===== src/rtl/pwm_slice_pkg.sv =====
package pwm_slice_pkg;
  typedef enum logic {DIR_UP = 1'b0, DIR_DOWN = 1'b1} cnt_dir_e;
  localparam int REG_PER  = 0;
  localparam int REG_DUTY = 1;
  localparam int NUM_REGS = 2;
endpackage


===== src/rtl/pwm_slice_dbuf.sv =====
module pwm_slice_dbuf #(
  parameter int W = 8
) (
  input  logic         clk,
  input  logic         rst_n,
  input  logic         wr_en,
  input  logic [W-1:0] wr_data,
  input  logic         chan_en,
  input  logic         load,
  output logic [W-1:0] act_q,
  output logic [W-1:0] act_nxt
);
  logic [W-1:0] stage_q;
  logic [W-1:0] stage_nxt;

  // staged value seen by a load in the same cycle as the write
  assign stage_nxt = wr_en ? wr_data : stage_q;
  assign act_nxt   = (load || (wr_en && !chan_en)) ? stage_nxt : act_q;

  always_ff @(posedge clk or negedge rst_n) begin
    if (!rst_n) begin
      stage_q <= '0;
      act_q   <= '0;
    end else begin
      stage_q <= stage_nxt;
      act_q   <= act_nxt;
    end
  end
endmodule


===== src/rtl/pwm_slice_ctr.sv =====
module pwm_slice_ctr
  import pwm_slice_pkg::*;
#(
  parameter int W = 8
) (
  input  logic         clk,
  input  logic         rst_n,
  input  logic         tick,
  input  logic         chan_en,
  input  logic         center_sel,
  input  logic         cnt_wr,
  input  logic [W-1:0] per_act,
  output logic [W-1:0] cnt_q,
  output logic [W-1:0] cnt_nxt,
  output logic         reload,
  output logic         step
);
  localparam int WX = W + 1;
  localparam logic [W-1:0]  ONE  = W'(1);
  localparam logic [WX-1:0] ONEX = WX'(1);

  cnt_dir_e     dir_q, dir_nxt;
  logic [WX-1:0] cnt_inc_x;
  logic          per_zero;

  assign step      = chan_en && tick && !cnt_wr;
  assign per_zero  = (per_act == '0);
  assign cnt_inc_x = {1'b0, cnt_q} + ONEX;

  always_comb begin
    cnt_nxt = cnt_q;
    dir_nxt = dir_q;
    reload  = 1'b0;
    if (cnt_wr) begin
      cnt_nxt = '0;
      dir_nxt = DIR_UP;
      reload  = 1'b1;
    end else if (!chan_en && tick && per_zero) begin
      cnt_nxt = '0;
      dir_nxt = DIR_UP;
    end else if (step) begin
      if (per_zero) begin
        cnt_nxt = '0;
        dir_nxt = DIR_UP;
        reload  = 1'b1;
      end else if (!center_sel) begin
        dir_nxt = DIR_UP;
        if (cnt_inc_x >= {1'b0, per_act}) begin
          cnt_nxt = '0;
          reload  = 1'b1;
        end else begin
          cnt_nxt = cnt_q + ONE;
        end
      end else begin
        if (dir_q == DIR_UP) begin
          if (cnt_q >= per_act) begin
            dir_nxt = DIR_DOWN;
            cnt_nxt = cnt_q - ONE;
          end else begin
            cnt_nxt = cnt_q + ONE;
          end
        end else if (cnt_q == '0) begin
          dir_nxt = DIR_UP;
          cnt_nxt = ONE;
        end else begin
          cnt_nxt = cnt_q - ONE;
        end
        reload = (cnt_nxt == '0);
      end
    end
  end

  always_ff @(posedge clk or negedge rst_n) begin
    if (!rst_n) begin
      cnt_q <= '0;
      dir_q <= DIR_UP;
    end else begin
      cnt_q <= cnt_nxt;
      dir_q <= dir_nxt;
    end
  end
endmodule


===== src/rtl/pwm_slice_wave.sv =====
module pwm_slice_wave #(
  parameter int W = 8
) (
  input  logic         clk,
  input  logic         rst_n,
  input  logic         step,
  input  logic         cnt_wr,
  input  logic         pol,
  input  logic [W-1:0] cnt_nxt,
  input  logic [W-1:0] duty_nxt,
  output logic         pwm_q
);
  logic active;

  assign active = (cnt_nxt < duty_nxt);

  always_ff @(posedge clk or negedge rst_n) begin
    if (!rst_n) begin
      pwm_q <= 1'b0;
    end else if (cnt_wr) begin
      pwm_q <= pol;
    end else if (step) begin
      pwm_q <= active ? pol : !pol;
    end
  end
endmodule


===== src/rtl/pwm_slice.sv =====
module pwm_slice
  import pwm_slice_pkg::*;
#(
  parameter int W = 8
) (
  input  logic         clk,
  input  logic         rst_n,
  input  logic         tick,
  input  logic         chan_en,
  input  logic         pol,
  input  logic         center_sel,
  input  logic         cnt_wr,
  input  logic         per_wr,
  input  logic [W-1:0] per_wdata,
  input  logic         duty_wr,
  input  logic [W-1:0] duty_wdata,
  output logic [W-1:0] cnt_rd,
  output logic         pwm_out
);
  logic [NUM_REGS-1:0]        wr_v;
  logic [NUM_REGS-1:0][W-1:0] wd_v;
  logic [NUM_REGS-1:0][W-1:0] act_v;
  logic [NUM_REGS-1:0][W-1:0] actn_v;
  logic [W-1:0] per_act;
  logic [W-1:0] cnt_q, cnt_nxt;
  logic         reload, step;

  assign wr_v[REG_PER]  = per_wr;
  assign wr_v[REG_DUTY] = duty_wr;
  assign wd_v[REG_PER]  = per_wdata;
  assign wd_v[REG_DUTY] = duty_wdata;
  assign per_act        = act_v[REG_PER];

  for (genvar g = 0; g < NUM_REGS; g++) begin : g_reg
    pwm_slice_dbuf #(.W(W)) u_dbuf (
      .clk     (clk),
      .rst_n   (rst_n),
      .wr_en   (wr_v[g]),
      .wr_data (wd_v[g]),
      .chan_en (chan_en),
      .load    (reload),
      .act_q   (act_v[g]),
      .act_nxt (actn_v[g])
    );
  end

  pwm_slice_ctr #(.W(W)) u_ctr (
    .clk        (clk),
    .rst_n      (rst_n),
    .tick       (tick),
    .chan_en    (chan_en),
    .center_sel (center_sel),
    .cnt_wr     (cnt_wr),
    .per_act    (per_act),
    .cnt_q      (cnt_q),
    .cnt_nxt    (cnt_nxt),
    .reload     (reload),
    .step       (step)
  );

  pwm_slice_wave #(.W(W)) u_wave (
    .clk      (clk),
    .rst_n    (rst_n),
    .step     (step),
    .cnt_wr   (cnt_wr),
    .pol      (pol),
    .cnt_nxt  (cnt_nxt),
    .duty_nxt (actn_v[REG_DUTY]),
    .pwm_q    (pwm_out)
  );

  assign cnt_rd = cnt_q;
endmodule


===== config.mk =====
export PLATFORM = sky130hd
export DESIGN_NAME = pwm_slice
export DESIGN_NICKNAME = d
export VERILOG_FILES = /design/src/rtl/pwm_slice_pkg.sv /design/src/rtl/pwm_slice_dbuf.sv /design/src/rtl/pwm_slice_ctr.sv /design/src/rtl/pwm_slice_wave.sv /design/src/rtl/pwm_slice.sv
export SDC_FILE = /design/constraint.sdc
export NUM_CORES = 1
export LEC_CHECK = 0
export BUFFER_PORTS_ARGS = -buffer_cell sky130_fd_sc_hd__buf_2
export CAP_MARGIN = 20
export CORE_UTILIZATION = 30
export DETAILED_ROUTE_END_ITERATION = 8
export HOLD_SLACK_MARGIN = 0.08
export RECOVER_POWER = 50
export SYNTH_ARGS = -nofsm -noshare
export SYNTH_HDL_FRONTEND = slang
export SYNTH_SLANG_ARGS = --single-unit

===== constraint.sdc =====
create_clock -name clk -period 4.3 [get_ports clk]
set_input_delay 0.215 -clock clk [delete_from_list [all_inputs] [get_ports clk]]
set_output_delay 0.215 -clock clk [all_outputs]
set_load 0.05 [all_outputs]

==> flow_metrics.py <==
metrics = {
    "outcome": {
        "status": "complete, no violations",
    },
    "global_routing": {
        "grt_pass1_vias": 2366,
        "grt_pass1_wl_um": 11900,
        "grt_max_degree": 43,
        "antenna_found_initial": 0,
        "grtUsageTotal_pct": 15.0,
        "grt-ovfl-total": 0,
    },
    "power_and_ir_drop": {
        "ir_worst_vdd_uv": 174,
        "finalPower_mw": 1.28,
        "p_leak_nw": 1.72,
        "combPwrFrac_pct": 33.5,
        "power.internal_uw": 872,
        "clkPwrFrac_pct": 29.6,
        "net-switching-power_uw": 409,
        "seqPwrFrac_pct": 36.8,
        "switching_share_pct": 31.9,
        "power_density_nw_per_um2": 351,
    },
    "clock_network": {
        "cts.sinks": 42,
        "clk_latency_ns": 0.30,
        "clock-root-buffer": "clkbuf_8",
        "clkSlewWorstSetupHoldPaths_ns": 0.09,
        "cts_tree": "built",
        "cts_buffer_depth": 2,
        "ctsHtreeMaxLevel": 2,
        "cts_buffers": 5,
    },
    "timing": {
        "drv_slew": 0,
        "fmax_mhz": 243,
        "setup_viol": 0,
        "tightest_slew_ns": 1.49,
        "slew-limit-headroom_pct": 0.763,
        "hold_viol": 0,
        "rsz0062_at_grt": "true",
        "min_period_ns": 4.12,
        "tns_ns": 0,
        "period_share_pct": 95.7,
        "clock_skew_ns": 0.0124,
    },
    "worst_setup_path": {
        "crit_top_cell": "ha_1",
        "path_cells": "ha_1 > nor2b_1 > o211a_1 > o311ai_4 > nand2_1 > buf_4 > nand2_2 > mux2_2 > a211oi_1 > nor3_1 > ha_1 > nand4_1 > or2_2 > a31oi_2 > o41a_1 > o22ai_1",
        "slowest_delay_ns": 0.46,
        "cp-end-kind": "flip-flop",
        "path_buf_inv": 1,
        "slowest_stage": "dfrtp_2",
        "start_kind": "flip-flop",
        "crit_fanout": 7,
        "crit_family": "compound AO/OA/AOI/OAI gates",
        "crit_type": "flip-flop to flip-flop",
        "cp.arrival_ns": 4.29,
        "critPathRequiredTime_ns": 4.48,
    },
    "cells_and_area": {
        "fin_nets": 393,
        "synthToLayoutAreaGrowth_pct": 25.8,
        "fillers": 930,
        "final_cell_mix": "37 x dfrtp_1, 32 x buf_2, 29 x buf_4",
        "drive_gt1_share_pct": 35.8,
        "layout_commonest_cell": "dfrtp_1",
        "final_cells": 473,
        "multiInputGateArea_um2": 1790,
        "n_antenna_cell": 0,
        "regArea_um2": 1060,
        "final_cell_area_um2": 3640,
    },
    "synthesis": {
        "synthFlopType": "dfrtp_1",
        "yosys.area_share.simple_pct": 15.1,
        "synth_adder_area_share_pct": 10.8,
        "synthMuxAreaShare_pct": 13.5,
        "ys_warn_count": 0,
        "yosys.area_share.xor_xnor_pct": 2.72,
        "syn-cell-area_um2": 2900,
        "ys_types": 61,
        "synth_edf_count": 0,
        "synth_seq_area_share_pct": 36.3,
        "synth_seq_cells": 42,
        "synth_area_per_cell_um2": 10.2,
        "synth_compound_area_share_pct": 16.2,
        "syn_nets": 334,
        "async_reset_ff_share_pct": 100,
        "synthCells": 284,
        "synth_top_family_by_area": "compound AO/OA/AOI/OAI gates",
    },
    "floorplanning": {
        "rows": 35,
        "die-area_um2": 10000,
        "initial_utilization_pct": 31.2,
        "die_w_um": 100,
        "die_h_um": 100,
        "boundaryPins": 34,
        "core_um2": 9280,
    },
    "place": {
        "gp_congestion": 0.922,
        "port_buffers": 33,
        "dp_hpwl_um": 5450,
        "dp_cells": 447,
        "postPlaceCellArea_um2": 3280,
    },
    "detailed_routing": {
        "drt_iter0_markers": 158,
        "ant_nets": 0,
        "first_pass_iters": 4,
        "drt_wl_total_um": 7540,
        "drc": 0,
        "drt-wirelength-per-cell_um": 15.9,
        "vias_per_cell": 5.14,
        "vias": 2433,
    },
    "min_path": {
        "min_path_type": "input port to flip-flop",
    },
    "job": {
        "maxCapViolCount": 0,
    },
}
[sequential cells by signal, summed over array words and instances (netlist names)]
register          count
g.u_dbuf.act_q       16
g.u_dbuf.stage_q     16
u_ctr.cnt_q           8
u_ctr.dir_q           1
u_wave.pwm_q          1
[power groups by stage]
stage          Sequential [mW]  Combinational (mW)  Clock, mW
2_1_floorplan            0.492               0.255          0
3_3_place_gp             0.480               0.370          0
3_5_place_dp             0.480               0.374          0
4_1_cts                  0.472               0.385      0.393
5_1_grt                  0.477               0.470      0.406
6_report                 0.471               0.430      0.380
[layout make-up]
cell class	count	share of cell area, %
repair buffers	65	11.2
inverters	23	2.37
clock buffers	5	1.89
well taps	129	4.43
flip-flops and latches	42	29.0
clock inverters	3	1.89
multi-input cells	206	49.2
[what timing repair did]
| item | CTS | global route |
|---|---|---|
| buffers inserted | 4 | 12 |
| pin swaps | 1 | 21 |
| hold buffers | 0 | 1 |
| resized for setup | 0 | 20 |
| endpoints found under the setup margin | 1 | 1 |
| endpoints found under the hold margin | 0 | 14 |
[synthesized netlist by cell type (all sizes together), types with 2 or more instances]
| library cell | number | area, um2 |
|---|---|---|
| inv | 23 | 86.3 |
| nand2b | 2 | 12.5 |
| ha | 25 | 313 |
| nor2b | 8 | 50.1 |
| nor2 | 15 | 58.8 |
| o21ai | 11 | 58.8 |
| a21o | 3 | 22.5 |
| nand3 | 5 | 25.0 |
| a32oi | 2 | 17.5 |
| a211oi | 6 | 45.0 |
| o22ai | 4 | 25.0 |
| nor3 | 10 | 50.1 |
| nand4b | 2 | 17.5 |
| buf | 6 | 42.5 |
| mux2i | 8 | 80.1 |
| a21boi | 2 | 15.0 |
| nor4 | 5 | 37.5 |
| and2 | 2 | 12.5 |
| or3 | 3 | 25.0 |
| and3 | 2 | 12.5 |
| a21oi | 7 | 35.0 |
| nand2 | 13 | 48.8 |
| xor2 | 3 | 26.3 |
| a31oi | 3 | 18.8 |
| clkbuf | 7 | 26.3 |
| or4 | 3 | 26.3 |
| o211ai | 2 | 15.0 |
| or2 | 2 | 12.5 |
| o211a | 3 | 30.0 |
| o22a | 3 | 26.3 |
| nand4 | 3 | 18.8 |
| xnor2 | 6 | 52.6 |
| dfrtp | 42 | 1050 |
| mux2 | 25 | 312 |
[path summary, 6_finish.rpt]
kind / from / end / slack, ns / cells past startpoint
worst max-delay path: u_ctr.cnt_q[1] / u_wave.pwm_q / 0.18 / 16
worst min-delay path: duty_wdata[7] / g_reg[1].u_dbuf.stage_q[7] / 0.17 / 2
worst max register to register: u_ctr.cnt_q[1] / u_wave.pwm_q / 0.18 / 16
worst min register to register: g_reg[0].u_dbuf.stage_q[3] / g_reg[0].u_dbuf.stage_q[3] / 0.50 / 1
max in group asynchronous: rst_n / u_ctr.cnt_q[3] / 1.85 / 3
min in group asynchronous: rst_n / u_ctr.cnt_q[2] / 0.51 / 2
[kinds of logic (layout without fill, tap and decap cells)]
logic type / count (synthesis) / in the layout
simple gates: 78 / 78
xor+xnor: 9 / 9
buf+inv: 36 / 96
fa+ha+maj: 25 / 25
mux: 33 / 33
flops: 42 / 42
compound gates: 61 / 61
[routing by layer]
| layer | vias up | global-route usage [%] | wire length, um |
|---|---|---|---|
| met2 | 77 | 25.1 | 3680 |
| met4 | 0 | 2.79 | 151 |
| met1 | 1178 | 20.7 | 3310 |
| met5 | - | 0 | 0 |
| met3 | 16 | 2.37 | 395 |
| li1 | 1162 | - | - |
[worst register-to-register path: cells and delay by family (launching register included)]
family                     cells  cell delay, ns
AOI/OAI and AO/OA              6            1.33
adders and majority gates      2            0.64
buffers and inverters          1            0.19
DFF                            1            0.46
muxes                          1            0.36
and+or+nand+nor                6            1.01
[per-stage QoR]
step | setup WS (ns) | util [%] | hold slack [ns]
after floorplan | 0.0460 | - | -0.0806
after global placement | 0.0374 | 35.3 | 0.411
after detailed placement | -0.0195 | 35.3 | 0.425
after CTS | 0.0132 | 37.1 | 0.101
after global routing | -0.0997 | 39.2 | 0.167
final | 0.184 | 39.2 | 0.166
No activity file was read; power rests on OpenSTA's default activity.
